--- src/rtl/twa_pkg.sv ---
package twa_pkg;

  // Width of the per-stage parameters, which are kept as base-2 logarithms.
  typedef logic [7:0] log_t;

  // Decrement toward a floor, only when asked.
  function automatic log_t sat_down(input log_t v, input log_t lo, input logic go);
    if (go && (v > lo)) return v - log_t'(1);
    return v;
  endfunction

endpackage

--- src/rtl/twa_stage_params.sv ---
module twa_stage_params
  import twa_pkg::*;
#(
  parameter int unsigned S = 6,
  parameter int unsigned L = 2
) (
  input  logic clk,
  input  logic rst_n,
  input  logic start,
  input  logic advance,
  output log_t freq_log,
  output log_t step_log,
  output log_t hold_log
);

  localparam log_t FREQ_INIT = log_t'(S - 1 - L);
  localparam log_t STEP_INIT = log_t'(S - 1);
  localparam log_t HOLD_INIT = log_t'(L);
  localparam log_t STEP_FLOOR = log_t'(L);

  log_t freq_q, step_q, hold_q;
  log_t freq_d, step_d, hold_d;

  // Next state: the rate and stride halve on their own, and the sharing
  // width starts to shrink once the stride has reached its floor.
  always_comb begin
    freq_d = freq_q;
    step_d = step_q;
    hold_d = hold_q;
    if (start) begin
      freq_d = FREQ_INIT;
      step_d = STEP_INIT;
      hold_d = HOLD_INIT;
    end else if (advance) begin
      freq_d = sat_down(freq_q, '0, 1'b1);
      step_d = sat_down(step_q, STEP_FLOOR, 1'b1);
      hold_d = sat_down(hold_q, '0, (step_q == STEP_FLOOR));
    end
  end

  always_ff @(posedge clk or negedge rst_n) begin
    if (!rst_n) begin
      freq_q <= FREQ_INIT;
      step_q <= STEP_INIT;
      hold_q <= HOLD_INIT;
    end else if (start || advance) begin
      freq_q <= freq_d;
      step_q <= step_d;
      hold_q <= hold_d;
    end
  end

  assign freq_log = freq_q;
  assign step_log = step_q;
  assign hold_log = hold_q;

endmodule

--- src/rtl/twa_lane_addr.sv ---
module twa_lane_addr
  import twa_pkg::*;
#(
  parameter int unsigned AW     = 5,
  parameter int unsigned STEP_W = 3,
  parameter int unsigned LANE   = 0
) (
  input  logic [STEP_W-1:0] step_idx,
  input  log_t              freq_log,
  input  log_t              step_log,
  input  log_t              hold_log,
  output logic [AW-1:0]     k_out
);

  logic [AW-1:0] b_ext;
  logic [AW-1:0] lane_c;
  logic [AW-1:0] base;
  logic [AW-1:0] offset;

  always_comb begin
    b_ext  = AW'(step_idx);
    lane_c = AW'(LANE);
    // Add the stride once per 2^freq_log steps.
    base   = (b_ext >> freq_log) << step_log;
    // Lanes inside one 2^hold_log group share a start offset.
    offset = (lane_c >> hold_log) << hold_log;
    k_out  = base | offset;
  end

endmodule

--- src/rtl/twiddle_addr_seq.sv ---
module twiddle_addr_seq
  import twa_pkg::*;
#(
  parameter int unsigned N = 64,
  parameter int unsigned P = 4
) (
  input  logic                                 clk,
  input  logic                                 rst_n,
  input  logic                                 start,
  input  logic                                 en,
  input  logic [$clog2($clog2(N))-1:0]         stage_idx,
  input  logic [((($clog2(N)-1-$clog2(P)) > 0) ? ($clog2(N)-1-$clog2(P)) : 1)-1:0] step_idx,
  output logic [P*($clog2(N)-2)-1:0]           rom_addr,
  output logic [P-1:0]                         sym_sel,
  output logic                                 addr_valid
);

  localparam int unsigned S      = $clog2(N);
  localparam int unsigned L      = $clog2(P);
  localparam int unsigned M      = N / (2 * P);
  localparam int unsigned AW     = S - 1;
  localparam int unsigned RW     = S - 2;
  localparam int unsigned STG_W  = $clog2(S);
  localparam int unsigned STEP_W = ((S - 1 - L) > 0) ? (S - 1 - L) : 1;

  logic advance;
  logic accept;
  log_t freq_log, step_log, hold_log;

  logic [P*AW-1:0] k_comb;
  logic [P*AW-1:0] k_q, k_d;
  logic            valid_q, valid_d;

  assign accept  = en && !start;
  assign advance = accept
                && (step_idx == STEP_W'(M - 1))
                && (stage_idx != STG_W'(S - 1));

  twa_stage_params #(.S(S), .L(L)) u_params (
    .clk      (clk),
    .rst_n    (rst_n),
    .start    (start),
    .advance  (advance),
    .freq_log (freq_log),
    .step_log (step_log),
    .hold_log (hold_log)
  );

  for (genvar p = 0; p < P; p++) begin : g_lane
    twa_lane_addr #(.AW(AW), .STEP_W(STEP_W), .LANE(p)) u_lane (
      .step_idx (step_idx),
      .freq_log (freq_log),
      .step_log (step_log),
      .hold_log (hold_log),
      .k_out    (k_comb[p*AW +: AW])
    );
    assign rom_addr[p*RW +: RW] = k_q[p*AW +: RW];
    assign sym_sel[p]           = k_q[p*AW + AW - 1];
  end

  always_comb begin
    k_d     = k_q;
    valid_d = 1'b0;
    if (accept) begin
      k_d     = k_comb;
      valid_d = 1'b1;
    end
  end

  always_ff @(posedge clk or negedge rst_n) begin
    if (!rst_n) begin
      k_q     <= '0;
      valid_q <= 1'b0;
    end else begin
      valid_q <= valid_d;
      if (accept) k_q <= k_d;
    end
  end

  assign addr_valid = valid_q;

endmodule

--- config.mk ---
export PLATFORM = sky130hd
export DESIGN_NAME = twiddle_addr_seq
export DESIGN_NICKNAME = d
export VERILOG_FILES = /design/src/rtl/twa_pkg.sv /design/src/rtl/twa_stage_params.sv /design/src/rtl/twa_lane_addr.sv /design/src/rtl/twiddle_addr_seq.sv
export SDC_FILE = /design/constraint.sdc
export NUM_CORES = 1
export LEC_CHECK = 0
export BUFFER_PORTS_ARGS = -buffer_cell sky130_fd_sc_hd__buf_2
export CAP_MARGIN = 20
export CORE_ASPECT_RATIO = 0.9
export CORE_MARGIN = 1.5
export CORE_UTILIZATION = 55
export CTS_BUF_LIST = sky130_fd_sc_hd__clkbuf_8
export DETAILED_ROUTE_END_ITERATION = 6
export PLACE_DENSITY = 0.77
export SETUP_SLACK_MARGIN = 0.02
export SLEW_MARGIN = 20
export SYNTH_ARGS = -nofsm -noshare
export SYNTH_HDL_FRONTEND = slang
export SYNTH_SLANG_ARGS = --single-unit
export TNS_END_PERCENT = 30
--- constraint.sdc ---
create_clock -name clk -period 5.64 [get_ports clk]
set_clock_uncertainty 0.2 [all_clocks]
set_input_delay 0.564 -clock clk [delete_from_list [all_inputs] [get_ports clk]]
set_output_delay 0.564 -clock clk [all_outputs]
set_load 0.01 [all_outputs]
== After elaboration in Yosys (flattened, before gate mapping) ==
Index checks and enable logic that the tools add are counted.

* Add/subtract/negate cells: 3
* Magnitude comparators: 3
* Equal/unequal tests: 3
* Shift operators: 10
* Muxes and demuxes: 22
* Bitwise logic cells: 4
* Reductions and logical operators: 13

{| class="wikitable"
|+ Operator list
! kind !! count
|-
| $mux 8 || 12
|-
| $shl 5x8->5 || 5
|-
| $sub 8x1->8 const B || 3
|-
| $or 5x5->5 || 4
|-
| $gt 8x1->1 const B || 2
|-
| $shr 1x8->5 const A || 2
|-
| $shr 2x8->5 const A || 2
|-
| $mux 1 || 10
|-
| $reduce_and 3->1 || 3
|-
| $eq 8x2->1 const B || 1
|-
| $gt 8x2->1 const B || 1
|-
| $reduce_bool 2->1 || 4
|-
| $shr 3x8->5 || 1
|-
| $logic_and 1x1->1 || 4
|-
| $eq 3x3->1 const B || 1
|-
| $ne 3x3->1 const B || 1
|-
| $logic_not 1->1 || 1
|-
| $logic_or 1x1->1 || 1
|}

* Bits in registers: 45
* Input bits: 10
* Logic and storage cells: 63

== Longest topological paths before layout ==
* Depth after elaboration: 9
* Depth in mapped cells: 7
* Mapped depth without buffers: 6

== By module ==
A second synthesis with hierarchy kept.

* Cell total of the unflattened synthesis: 335
* Area total of the unflattened synthesis: 3300.7 µm²

{| class="wikitable"
|+ By module, submodules not included
! module !! instances !! cells each !! area an instance (µm²) !! sequential area each (µm²)
|-
| twa_stage_params || 1 || 145 || 1382.6 || 606.8
|-
| twiddle_addr_seq || 1 || 47 || 882.1 || 525.5
|-
| twa_lane_addr (g_lane[2].u_lane) || 1 || 36 || 269.0 || 0.0
|-
| twa_lane_addr (g_lane[3].u_lane) || 1 || 39 || 267.8 || 0.0
|-
| twa_lane_addr (g_lane[0].u_lane) || 1 || 30 || 250.2 || 0.0
|-
| twa_lane_addr (g_lane[1].u_lane) || 1 || 38 || 249.0 || 0.0
|}

== Least setup slack after synthesis ==
Ideal clock, no wire load.

* Path kind: reg2reg
* Start: reg u_params.step_q[0], in the netlist u_params.step_log[0]
* End: reg u_params.step_q[4], in the netlist u_params.step_log[4]
* Library setup time: 0.078 ns
* Arrival time: 2.051 ns
* Slack: 3.311 ns
* Stages on the path, launching flop included: 8
* Buffers on the path: 2
* Period minus slack after synthesis: 2.329 ns
* Cell sequence: dfstp_2 > clkbuf_1 > inv_1 > ha_1 > o211a_1 > clkbuf_1 > or4_1 > a21oi_1

* Cells in the longest elaborated chain, start to end: 6

{| class="wikitable"
|+ RTL lines
! item !! RTL line !! text
|-
| from (decl) || twa_stage_params.sv:21 || <nowiki>log_t freq_q, step_q, hold_q;</nowiki>
|-
| from (signal assigned) || twa_stage_params.sv:48 || <nowiki>step_q <= step_d;</nowiki>
|-
| $gt 8x2->1 || twa_pkg.sv:8 || <nowiki>if (go && (v > lo)) return v - log_t'(1);</nowiki>
|-
| $mux 1 || twa_pkg.sv:8 ||
|-
| $mux 1 || twa_stage_params.sv:34 || <nowiki>end else if (advance) begin</nowiki>
|-
| $mux 1 || twa_stage_params.sv:30 || <nowiki>if (start) begin</nowiki>
|-
| $reduce_bool 2->1 (no source line) || n/a ||
|-
| $reduce_and 3->1 (no source line) || n/a ||
|}

Several ways; a longest one is shown, not always the timed one. The select of a mux whose other input is x is not followed.
A chain may end at the register's enable or synchronous reset.

== Final worst setup path ==
* Start: reg u_params.freq_q[2], in the netlist u_params.freq_log[2]
* End: reg k_q[5]

* Cells in the longest elaborated chain, start to end: 3

{| class="wikitable"
|+ RTL lines
! item !! RTL line !! text
|-
| from (decl) || twa_stage_params.sv:21 ||
|-
| from (signal assigned) || twa_stage_params.sv:47 || <nowiki>freq_q <= freq_d;</nowiki>
|-
| $shr 3x8->5 || twa_lane_addr.sv:24 || <nowiki>base = (b_ext >> freq_log) << step_log;</nowiki>
|-
| $shl 5x8->5 || twa_lane_addr.sv:24 ||
|-
| $or 5x5->5 || twa_lane_addr.sv:27 || <nowiki>k_out = base | offset;</nowiki>
|-
| to (signal assigned) || twiddle_addr_seq.sv:76 || <nowiki>if (accept) k_q <= k_d;</nowiki>
|-
| to (decl) || twiddle_addr_seq.sv:31 || <nowiki>logic [P*AW-1:0] k_q, k_d;</nowiki>
|}

Every way passes these cells.

==> results.yml <==
setup_path:
  critPathKind: "reg2reg"
  required_ns: 5.66
  worstSetupEndpointType: "flip-flop"
  startpoint_type: "flip-flop"
  rr_worst_depth: 4
  cp_data_arrival_time_ns: 2.58
  reg2reg_setup_slack_ns: 3.08
  worstPathMaxFanout: 7
  rr_startpoint: "u_params.freq_log[2]"
  r2r-end: "k_q[5]"
global_route:
  grtUsageTotal_pct: 23.0
  use_met3_pct: 4.60
  met2_usage_pct: 37.2
  grt_max_degree: 46
  grt_overflow: 0
  grt_pass1_vias: 1857
  grt.busiest_layer: "met2"
  grt_pass1_wl_um: 8540
  antenna_found_initial: 0
  grt_use_met1_pct: 32.1
routing:
  ant_nets: 0
  vias: 2107
  drt_first_pass_iters: 4
  drt-vias-per-instance: 6.35
  drc: 0
  wl_um: 5080
  dr.first_iter.drc_count: 187
  avgRoutedWirePerCell_um: 15.3
synthesis:
  synth_top_area_cell: "dfrtp_1"
  ys_types: 40
  syn-num-nets: 272
  ys_top_cells_by_area: "dfrtp_1 42%, dfstp_2 5.5%, or4_1 5.0%, nand3_1 4.8%, a21oi_1 4.2%"
  yosysTopAreaCellShare_pct: 41.9
  ys_ff_latch: 45
  netlist_area_um2: 2390
  synth_edf_count: 0
  yosysMostFrequentCell: "dfrtp_1"
  ys_seq_area_share_pct: 47.4
  synth_common_cells: "40 x dfrtp_1, 23 x nand3_1, 20 x a21oi_1"
  avgSynthCellArea_um2: 9.29
  synthCells: 257
  synth_flop_cell: "dfrtp_1"
  synth_warnings: 0
  async_flop_share_pct: 100
clock_tree:
  cts_tree: "done"
  cts_hold_buf: 0
  cts_sinks: 45
  cts_setup_buffers: 0
  cts_max_level: 2
  ctsResizeCount: 0
  cts_inserted_buffers: 5
  clk_latency_ns: 0.29
  cts_buffer_depth: 2
  path_clk_slew_ns: 0.09
  clock-root-buffer: "clkbuf_8"
timing:
  final.setup.worst_slack_ns: 3.08
  setup_viol: 0
  tns_ns: 0
  maxSlewHeadroom_pct: 42.9
  finalHoldViolations: 0
  hold_slack_ns: 0.0503
  slew_violations: 0
  maxClockFrequency_ghz: 0.390
  worst_slew_pin_slew_ns: 0.850
  grt_setup_unrepaired: "false"
  min_period_over_period_pct: 45.4
  layout_min_cycle_time_ns: 2.56
die:
  boundaryPins: 31
  die_area_um2: 4750
  core_area_um2: 4130
  die_x_um: 72.4
  initial_core_util_pct: 57.8
  die_h_um: 65.5
  row_count: 22
cells_and_area:
  seq_area_um2: 1130
  antenna-diode-count: 0
  finalNonFillerCells: 332
  fin_nets: 298
  nFillCells: 359
  multi_input_area_um2: 1170
  syn2layout_area_growth_pct: 10.8
  layout-drive-gt1-share_pct: 18.3
power_and_ir_drop:
  p_comb_share_pct: 5.8
  p_leak_nw: 1.24
  internal_power_mw: 0.421
  clock_power_share_pct: 34.8
  power.switching_mw: 0.133
  power.density_nw_per_um2: 209
  power.share.sequential_pct: 59.4
  peakVddDrop_mv: 0.159
  p_sw_share_pct: 23.9
flow_run:
  maxCapViolations: 0
placement:
  hpwl_um: 3550
  dp_cells: 324
  detailedPlace.worstSlack_ns: 2.78
  port_buffers: 30
  gp_congestion: 0.842
worst_hold_path:
  min_path_type: "in2async"
outcome:
  status: "finished, final reports clean"
layer usage:
metal  wire (um)  vias up  part of all wire [%]
met2        2330       66                    46
met1        2410     1013                    48
met4          33        0                  0.65
met5           0        -                     0
li1            -     1023                     -
met3         295        5                   5.8
through the flow:
stage / power, mW / instance area, um^2 / utilization, %
floorplan: 0.351 / 2390 / -
global placement: 0.368 / 2560 / 61.9
detailed placement: 0.368 / 2560 / 61.9
CTS: 0.560 / 2640 / 64.0
global route: 0.578 / 2650 / 64.1
finish: 0.554 / 2650 / 64.1
cell families (layout without fill, tap and decap cells):
| logic type | Yosys count | count (layout) | share of synthesized area (%) |
|---|---|---|---|
| AOI/OAI and AO/OA | 59 | 59 | 15.5 |
| and+or+nand+nor | 122 | 122 | 29.6 |
| adders and majority gates | 5 | 5 | 2.62 |
| buffers and inverters | 23 | 50 | 3.62 |
| DFF | 45 | 45 | 47.4 |
| muxes | 3 | 3 | 1.26 |
worst max-delay path, cell delays in order (launching register included):
cell and delay (ns):
dfrtp_1 0.44, or4_1 0.62, nor3_1 0.69, nand4_1 0.31
a31oi_1 0.23
registers in the layout, summed over array words and instances, names as in the netlist:
register,count
u_params.hold_log,8
u_params.step_log,8
u_params.freq_log,8
k_q,20
addr_valid,1
placed cells by master (no fill, tap or decap), types with 2 or more instances in the layout:
master and instances:
a21oi_1 20, and3_1 4, buf_2 29, clkbuf_8 5, clkinvlp_4 2, dfrtp_1 40
dfstp_2 5, ha_1 5, inv_1 13, mux2i_1 3, nand2_1 19, nand2b_1 2
nand3_1 23, nand3b_1 3, nand4_1 12, nand4b_1 2, nor2_1 10, nor3_1 5
nor3b_1 2, nor4_1 2, o2111ai_1 2, o21ai_0 13, o311ai_0 2, o31ai_1 11
o41ai_1 4, or2_2 5, or3_1 10, or4_1 16
worst max path at each step:
stage / start / to / slack (ns) / cells past startpoint
2_1_floorplan: u_params.step_log[0] / u_params.step_log[4] / 3.31 / 7
5_1_grt: start / k_q[8] / 2.78 / 6
3_5_place_dp: start / k_q[9] / 2.78 / 6
6_report: u_params.freq_log[2] / k_q[5] / 3.08 / 4
4_1_cts: start / k_q[3] / 3.09 / 6
3_3_place_gp: start / k_q[13] / 2.75 / 6
area by class of cell:
type | count | share of cell area [%]
clock buffers | 5 | 2.60
well taps | 48 | 2.27
repair buffers | 30 | 5.77
multi-input cells | 189 | 44.2
flip-flops and latches | 45 | 42.8
clock inverters | 3 | 0.709
inverters | 12 | 1.70
power groups by stage:
stage               clock network, mW  logic (mW)  registers (mW)
finish                          0.193      0.0321           0.329
global route                    0.212      0.0364           0.330
CTS                             0.198      0.0324           0.329
detailed placement                  0      0.0324           0.335
global placement                    0      0.0326           0.335
floorplan                           0      0.0151           0.336
Note: power is estimated with default switching activity, not from simulation.
